[src/rtl/bsh_pkg.sv]
package bsh_pkg;
  localparam int unsigned OP_W = 4;

  typedef enum logic [OP_W-1:0] {
    OP_PASS = 4'd0,
    OP_LSL  = 4'd1,
    OP_LSR  = 4'd2,
    OP_ASR  = 4'd3,
    OP_ROL  = 4'd4,
    OP_NORM = 4'd5,
    OP_XTR  = 4'd6
  } bsh_op_e;
endpackage

[src/rtl/bsh_norm_count.sv]
module bsh_norm_count #(
  parameter int unsigned W  = 16,
  parameter int unsigned AW = $clog2(W)
) (
  input  logic [W-1:0]  x_i,
  output logic [AW-1:0] cnt_o
);
  // highest differing bit wins: later loop iterations overwrite
  always_comb begin
    cnt_o = AW'(W - 1);
    for (int i = 0; i < W - 1; i++) begin
      if (x_i[i] != x_i[W-1]) cnt_o = AW'(W - 2 - i);
    end
  end
endmodule

[src/rtl/bsh_shift_core.sv]
module bsh_shift_core
  import bsh_pkg::*;
#(
  parameter int unsigned W  = 16,
  parameter int unsigned AW = $clog2(W)
) (
  input  logic [OP_W-1:0] op_i,
  input  logic [AW-1:0]   amt_i,
  input  logic [W-1:0]    lo_i,
  input  logic [W-1:0]    hi_i,
  output logic [W-1:0]    res_o
);
  logic [2*W-1:0] rot_w;
  logic [2*W-1:0] xtr_w;

  assign rot_w = {lo_i, lo_i} << amt_i;
  assign xtr_w = {hi_i, lo_i} >> amt_i;

  always_comb begin
    case (op_i)
      OP_LSL, OP_NORM: res_o = lo_i << amt_i;
      OP_LSR:          res_o = lo_i >> amt_i;
      OP_ASR:          res_o = W'($signed(lo_i) >>> amt_i);
      OP_ROL:          res_o = rot_w[2*W-1:W];
      OP_XTR:          res_o = xtr_w[W-1:0];
      default:         res_o = lo_i;
    endcase
  end
endmodule

[src/rtl/bsh_top.sv]
module bsh_top
  import bsh_pkg::*;
#(
  parameter int unsigned W  = 16,
  parameter int unsigned AW = $clog2(W)
) (
  input  logic            clk_i,
  input  logic            rst_ni,
  input  logic [W-1:0]    data_i,
  input  logic [OP_W-1:0] op_i,
  input  logic [AW-1:0]   amt_i,
  input  logic            sv_lock_i,
  output logic [W-1:0]    data_o,
  output logic [AW-1:0]   amt_o,
  output logic            amt_oe_o
);
  logic [OP_W-1:0] op_q;
  logic [AW-1:0]   amt_q;
  logic [W-1:0]    lo_q;
  logic [W-1:0]    hi_q;
  logic [AW-1:0]   norm_cnt;
  logic [AW-1:0]   eff_amt;
  logic            is_norm;

  always_ff @(posedge clk_i or negedge rst_ni) begin
    if (!rst_ni) begin
      op_q  <= OP_PASS;
      amt_q <= '0;
      lo_q  <= '0;
      hi_q  <= '0;
    end else begin
      op_q  <= op_i;
      amt_q <= amt_i;
      lo_q  <= data_i;
      hi_q  <= lo_q;  // upper half for two-cycle extract
    end
  end

  bsh_norm_count #(.W(W), .AW(AW)) u_norm (
    .x_i  (lo_q),
    .cnt_o(norm_cnt)
  );

  assign is_norm = (op_q == OP_NORM);
  // pad value never feeds back while normalising
  assign eff_amt = is_norm ? norm_cnt : amt_q;

  bsh_shift_core #(.W(W), .AW(AW)) u_core (
    .op_i (op_q),
    .amt_i(eff_amt),
    .lo_i (lo_q),
    .hi_i (hi_q),
    .res_o(data_o)
  );

  assign amt_o    = norm_cnt;
  assign amt_oe_o = is_norm & ~sv_lock_i;


  a_r8_lock_holds_input: assert property (@(posedge clk_i) disable iff (!rst_ni)
    sv_lock_i |-> !amt_oe_o);

  a_r8_drive_only_norm: assert property (@(posedge clk_i) disable iff (!rst_ni)
    amt_oe_o |-> $past(op_i) == OP_NORM);

  a_r6_norm_aligned: assert property (@(posedge clk_i) disable iff (!rst_ni)
    (is_norm && amt_o != AW'(W - 1)) |-> data_o[W-1] != data_o[W-2]);

  a_r4_asr_keeps_sign: assert property (@(posedge clk_i) disable iff (!rst_ni)
    (op_q == OP_ASR) |-> data_o[W-1] == $past(data_i[W-1]));

  a_r5_rol_keeps_ones: assert property (@(posedge clk_i) disable iff (!rst_ni)
    (op_q == OP_ROL) |-> $countones(data_o) == $countones($past(data_i)));

  a_r3_lsl_zero_lsb: assert property (@(posedge clk_i) disable iff (!rst_ni)
    (op_q == OP_LSL && amt_q != '0) |-> !data_o[0]);
endmodule

[config.mk]
export PLATFORM = sky130hd
export DESIGN_NAME = bsh_top
export DESIGN_NICKNAME = d
export VERILOG_FILES = /design/src/rtl/bsh_pkg.sv /design/src/rtl/bsh_norm_count.sv /design/src/rtl/bsh_shift_core.sv /design/src/rtl/bsh_top.sv
export SDC_FILE = /design/constraint.sdc
export NUM_CORES = 1
export LEC_CHECK = 0
export BUFFER_PORTS_ARGS = -buffer_cell sky130_fd_sc_hd__buf_2
export CAP_MARGIN = 40
export CORE_MARGIN = 3
export CORE_UTILIZATION = 40
export CTS_CLUSTER_DIAMETER = 80
export CTS_CLUSTER_SIZE = 12
export DETAILED_ROUTE_END_ITERATION = 7
export PLACE_DENSITY_LB_ADDON = 0.1
export SETUP_SLACK_MARGIN = 0.15
export SLEW_MARGIN = 25
export SYNTH_ARGS = -nofsm -noshare
export SYNTH_HDL_FRONTEND = slang
export SYNTH_HIERARCHICAL = 1
export SYNTH_SLANG_ARGS = --single-unit
[constraint.sdc]
create_clock -name clk_i -period 4.45 [get_ports clk_i]
set_input_delay 0.6675 -clock clk_i [delete_from_list [all_inputs] [get_ports clk_i]]
set_output_delay 0.6675 -clock clk_i [all_outputs]
set_load 0.02 [all_outputs]
==> results.py, run 1 <==
metrics = {
    "routing": {
        "drt-initial-drc-count": 596,
        "drcViolationCount": 0,
        "first_pass_iters": 5,
        "num_vias": 4688,
        "routed_wirelength_mm": 16.3,
        "ant_nets": 0,
        "wl_per_cell_um": 23.0,
        "vias_per_cell": 6.62,
    },
    "pwr": {
        "p_clk_share_pct": 27.5,
        "total_leakage_power_nw": 2.14,
        "switching_power_uw": 489,
        "p_seq_share_pct": 29.7,
        "pwr_density_cell_nw_per_um2": 248,
        "combPwrFrac_pct": 42.8,
        "ir_drop_v": 0.000274,
        "p_int_uw": 837,
        "swShare_pct": 36.9,
    },
    "timing": {
        "max_freq_mhz": 236,
        "fin_ws_ns": 0.205,
        "totalNegativeSetupSlack_ns": 0,
        "rsz0062_at_grt": "true",
        "post-route-min-period_ns": 4.24,
        "worst_pin_slew_ns": 0.738,
        "finalHoldViolations": 0,
        "slew_violations": 0,
        "max-slew-margin-rel_pct": 50.5,
        "finalCritPeriodShare_pct": 95.4,
        "setup_viol": 0,
        "fin_skew_ns": 0.00443,
    },
    "clock_network": {
        "cts_tree": "yes",
        "h-tree-depth": 2,
        "cts_buffers": 5,
        "clk_latency_ns": 0.30,
        "cts_root_buf": "clkbuf_8",
        "clkSinkCount": 39,
        "postCtsHoldBufs": 0,
        "cts_buffer_depth": 2,
        "clkSlewWorstSetupHoldPaths_ns": 0.08,
    },
    "logic_synthesis": {
        "avgSynthCellArea_um2": 8.47,
        "syn-cell-area_um2": 4290,
        "syn_nets": 533,
        "synthCells": 506,
        "yosys_warnings": 6,
    },
    "floorplan": {
        "rows": 37,
        "start_util_pct": 41.3,
        "die_h_um": 110,
        "pin_count": 48,
        "die_w_um": 110,
        "dieArea_um2": 12000,
        "core_um2": 10400,
    },
    "global_route": {
        "grt_pass1_vias": 4260,
        "grt_max_degree": 71,
        "grt_pass1_wl_mm": 24.1,
        "antenna_found_initial": 0,
        "grt_usage_pct": 26.5,
        "grt_overflow": 0,
    },
    "placed_design": {
        "place_congestion": 0.981,
        "pre_cts_slack_ns": 0.359,
        "io_buffers": 47,
        "dpl.hpwl_mm": 11.4,
    },
    "critical_path": {
        "cp_data_required_time_ns": 3.78,
        "critPathLaunchType": "flip-flop",
        "worstPathMaxFanout": 10,
        "end_kind": "primary output",
        "arrival_ns": 3.58,
        "critPathKind": "reg2out",
        "startpoint": "lo_q[10]",
        "rr_startpoint": "lo_q[8]",
    },
    "layout": {
        "multi_input_area_um2": 3230,
        "area_growth_pct": 25.0,
        "n_fill_cell": 978,
        "antenna_cells": 0,
        "drive_gt1_share_pct": 34.8,
        "ff_latch_area_um2": 978,
        "nets": 598,
    },
    "min_path": {
        "hp-class": "in2async",
    },
    "run_status": {
        "status": "finished, final reports clean",
    },
    "flow_run": {
        "drv_cap": 0,
    },
}
==> layout make-up <==
| class | instances | share of cell area (%) |
|---|---|---|
| Clock inverter | 3 | 1.33 |
| Timing Repair Buffer | 103 | 14.9 |
| Sequential cell | 39 | 18.3 |
| Tap cell | 136 | 3.18 |
| Inverter | 9 | 0.701 |
| Multi-Input combinational cell | 413 | 60.3 |
| Clock buffer | 5 | 1.28 |
==> per-layer routing <==
layer / track usage [%] / vias to the layer above / share of wire [%]
li1: - / 2058 / -
met1: 38.2 / 2260 / 41
met2: 40.3 / 325 / 45
met3: 3.99 / 45 / 10
met4: 9.71 / 0 / 4.0
met5: 0 / - / 0
==> sequential cells by signal (all words and copies together), names as in the netlist <==
name	count
op_q	4
amt_q	4
lo_q	16
hi_q	15
==> cells in the final DEF (no fill, tap or decap), types with 3 or more instances in the layout <==
cell type and instances:
a211o_1 3, a211oi_1 9, a21oi_1 27, a21oi_2 6, a221o_1 5, a221oi_1 3, a31oi_1 5, and2_1 6
buf_12 7, buf_2 47, buf_4 42, buf_6 4, clkbuf_8 5, dfrtp_1 37, inv_1 7, mux2_2 16
mux2_4 3, mux2i_1 33, mux2i_2 9, mux2i_4 6, mux4_2 17, nand2_1 55, nand2b_1 10, nand3_1 15
nand4_1 4, nor2_1 40, nor2b_1 5, nor3_1 10, o2111ai_1 4, o211ai_1 11, o21ai_0 28, o21ai_1 7
o221ai_1 3, o22ai_1 6, o31ai_1 5, o32a_1 3, or2_2 4, or3_1 4
==> worst max-delay path: stages, from the launching register on <==
cell and delay, ns:
dfrtp_1 0.39, or3_1 0.38, o22a_1 0.22, o31ai_2 0.28, mux2_4 0.25, buf_12 0.14
buf_6 0.15, buf_4 0.12, mux2_2 0.34, o21ai_1 0.20, a21oi_1 0.12, o32a_1 0.18
o32a_1 0.31, buf_2 0.17
==> per-stage QoR <==
stage	total power, mW	instances	util, %	hold slack, ns	instance area [um^2]
2_1_floorplan	0.725	506	-	0.372	4290
3_3_place_gp	0.879	679	45.8	0.527	4750
3_5_place_dp	0.881	680	46.0	0.539	4770
4_1_cts	1.25	688	47.7	0.231	4950
5_1_grt	1.39	708	51.7	0.234	5360
6_report	1.33	708	51.7	0.231	5360
==> power groups by stage <==
stage | sequential [mW] | combinational (mW) | clock, mW
6_report | 0.394 | 0.567 | 0.365
5_1_grt | 0.397 | 0.599 | 0.393
4_1_cts | 0.392 | 0.489 | 0.372
3_5_place_dp | 0.399 | 0.482 | 0
3_3_place_gp | 0.398 | 0.481 | 0
2_1_floorplan | 0.400 | 0.324 | 0
==> path summary, 6_finish.rpt <==
path	endpoint	cells after the start	slack, ns
max in group asynchronous	lo_q[1]	2	3.77
min in group clk_i	lo_q[14]	1	0.46
max reg2reg	hi_q[8]	1	3.58
min reg2reg	hi_q[1]	0	0.51
min	op_q[1]	1	0.23
max	data_o[5]	13	0.21
==> what timing repair did <==
action                     in CTS  in global routing
gates resized for setup         8                 55
setup endpoints to repair       8                 16
pin swaps                       0                  6
setup buffers                   0                 18
gates cloned                    0                  2
Power figures use the tool's default switching activity.
==> inputs of run 2 (changes only) <==
- MAX_ROUTING_LAYER: unset -> met4
- PLACE_DENSITY_LB_ADDON: 0.1 -> unset
==> run 2 against run 1 <==
  * Power is 7.1% lower
  * Hold slack worse by 0.012 ns
  * Largest cell class unchanged
  * Largest power group unchanged
  * Via count grew 1.5%
  * Clock skew fell by 0.0014 ns
==> results.py, run 2 (synthesis results as in run 1) <==
metrics = {
    "run_status": {
        "status": "finished, final reports clean",
    },
    "timing": {
        "worst_pin_slew_ns": 0.653,
        "fin_ws_ns": 0.139,
        "max-slew-margin-rel_pct": 56.3,
        "slew_violations": 0,
        "max_freq_mhz": 232,
        "rsz0062_at_grt": "true",
        "fin_skew_ns": 0.00307,
        "setup_viol": 0,
        "hold_ws_ns": 0.220,
        "post-route-min-period_ns": 4.31,
        "totalNegativeSetupSlack_ns": 0,
        "finalHoldViolations": 0,
        "finalCritPeriodShare_pct": 96.9,
    },
    "pwr": {
        "ir_drop_v": 0.000172,
        "combPwrFrac_pct": 45.9,
        "power_mw": 1.23,
        "p_clk_share_pct": 22.1,
        "swShare_pct": 40.7,
        "pwr_density_cell_nw_per_um2": 232,
        "total_leakage_power_nw": 2.14,
        "p_int_uw": 730,
        "switching_power_uw": 502,
        "p_seq_share_pct": 31.9,
    },
    "global_route": {
        "grt_overflow": 0,
        "grt_usage_pct": 29.0,
        "grt_pass1_wl_mm": 25.5,
        "grt_max_degree": 48,
        "grt_pass1_vias": 4372,
        "antenna_found_initial": 0,
    },
    "floorplan": {
        "rows": 37,
        "pin_count": 48,
        "dieArea_um2": 12000,
        "start_util_pct": 41.3,
        "die_h_um": 110,
        "die_w_um": 110,
        "core_um2": 10400,
    },
    "routing": {
        "wl_met3_mm": 1.79,
        "first_pass_iters": 5,
        "routed_wirelength_mm": 17.3,
        "drcViolationCount": 0,
        "wl_met1_mm": 6.96,
        "top_layer_used": "met4",
        "ant_nets": 0,
        "num_vias": 4759,
        "met2_length_mm": 7.81,
        "vias_per_cell": 6.69,
        "wl_per_cell_um": 24.3,
        "drt-initial-drc-count": 545,
    },
    "layout": {
        "largest_register_ffs": 16,
        "antenna_cells": 0,
        "most-common-layout-cells": "nand2_1, buf_2, buf_4, mux2i_1, nor2_1",
        "drive_gt1_share_pct": 35.3,
        "mostFrequentLayoutCell": "nand2_1",
        "largest_registers": "lo_q (16), hi_q (15)",
        "n_fill_cell": 1021,
        "nets": 601,
        "area_growth_pct": 24.1,
        "stdcell_count": 711,
        "top_register": "lo_q",
    },
    "clock_network": {
        "cts_root_buf": "clkbuf_8",
        "clkSinkCount": 39,
        "clkSlewWorstSetupHoldPaths_ns": 0.09,
        "clk_latency_ns": 0.31,
        "cts_buffers": 5,
        "h-tree-depth": 2,
        "cts_tree": "yes",
        "cts_buffer_depth": 2,
    },
    "placed_design": {
        "pre_cts_slack_ns": 0.230,
        "io_buffers": 47,
        "dpl.hpwl_mm": 12.0,
        "place_congestion": 1.01,
        "dp_cells": 687,
    },
    "critical_path": {
        "cp_data_required_time_ns": 3.78,
        "critPathLaunchType": "flip-flop",
        "arrival_ns": 3.64,
        "reg2regPathDepth": 1,
        "critPathKind": "reg2out",
        "end_kind": "primary output",
        "worstPathMaxFanout": 6,
    },
    "min_path": {
        "hp-class": "in2async",
    },
    "flow_run": {
        "drv_cap": 0,
    },
}
-- run 2: metrics by stage --
step,cell area [um^2],utilization (%)
after floorplan,4290,-
after global placement,4780,46.1
after detailed placement,4800,46.3
after CTS,4990,48.1
after global routing,5320,51.3
final,5320,51.3
-- run 2: final cells by class --
class	instances	area [um^2]	share of cell area (%)
clock buffer	6	82.6	1.55
clock inverter	2	13.8	0.259
inverter	9	38.8	0.729
multi-input combinational	416	3260	61.4
sequential	39	981	18.4
tap	136	170	3.20
timing repair buffer	103	769	14.5
-- run 2: per-layer routing --
metal | GRT usage (%) | vias up
met3 | 6.17 | 65
met2 | 43.2 | 333
li1 | - | 2081
met4 | 11.0 | 0
met1 | 38.6 | 2280
met5 | - | -
-- run 2: worst paths after layout --
check	start	end	slack, ns
max in group asynchronous	rst_ni	lo_q[8]	3.76
min in group clk_i	op_i[0]	op_q[0]	0.46
worst max register to register	lo_q[11]	hi_q[11]	3.69
worst min-delay path	rst_ni	op_q[3]	0.22
worst max-delay path	lo_q[4]	data_o[6]	0.14
worst min register to register	lo_q[0]	hi_q[0]	0.46
-- run 2: critical path: stages, from the launching register on --
cell,delay [ns]
dfrtp_2,0.45
nor2_1,0.13
o21ai_0,0.14
a2111oi_2,0.46
o31ai_4,0.16
mux2_4,0.34
buf_4,0.15
mux4_2,0.42
and2_1,0.20
a21oi_2,0.23
o22ai_1,0.13
a221oi_1,0.24
o21ai_0,0.12
buf_2,0.17
-- run 2: power groups by stage --
| stage | clock [mW] | sequential [mW] | combinational, mW |
|---|---|---|---|
| 2_1_floorplan | 0 | 0.400 | 0.324 |
| 3_3_place_gp | 0 | 0.399 | 0.489 |
| 3_5_place_dp | 0 | 0.400 | 0.488 |
| 4_1_cts | 0.285 | 0.394 | 0.501 |
| 5_1_grt | 0.298 | 0.397 | 0.598 |
| 6_report | 0.273 | 0.394 | 0.566 |
-- run 2: timing repair --
action                                  in CTS  in global routing
gates resized for setup                     15                 47
pin swaps                                    1                  3
hold endpoints to repair                     0                  0
cloned                                       2                  3
endpoints found under the setup margin      15                 15
setup buffers                                2                  9
hold buffers                                 0                  0
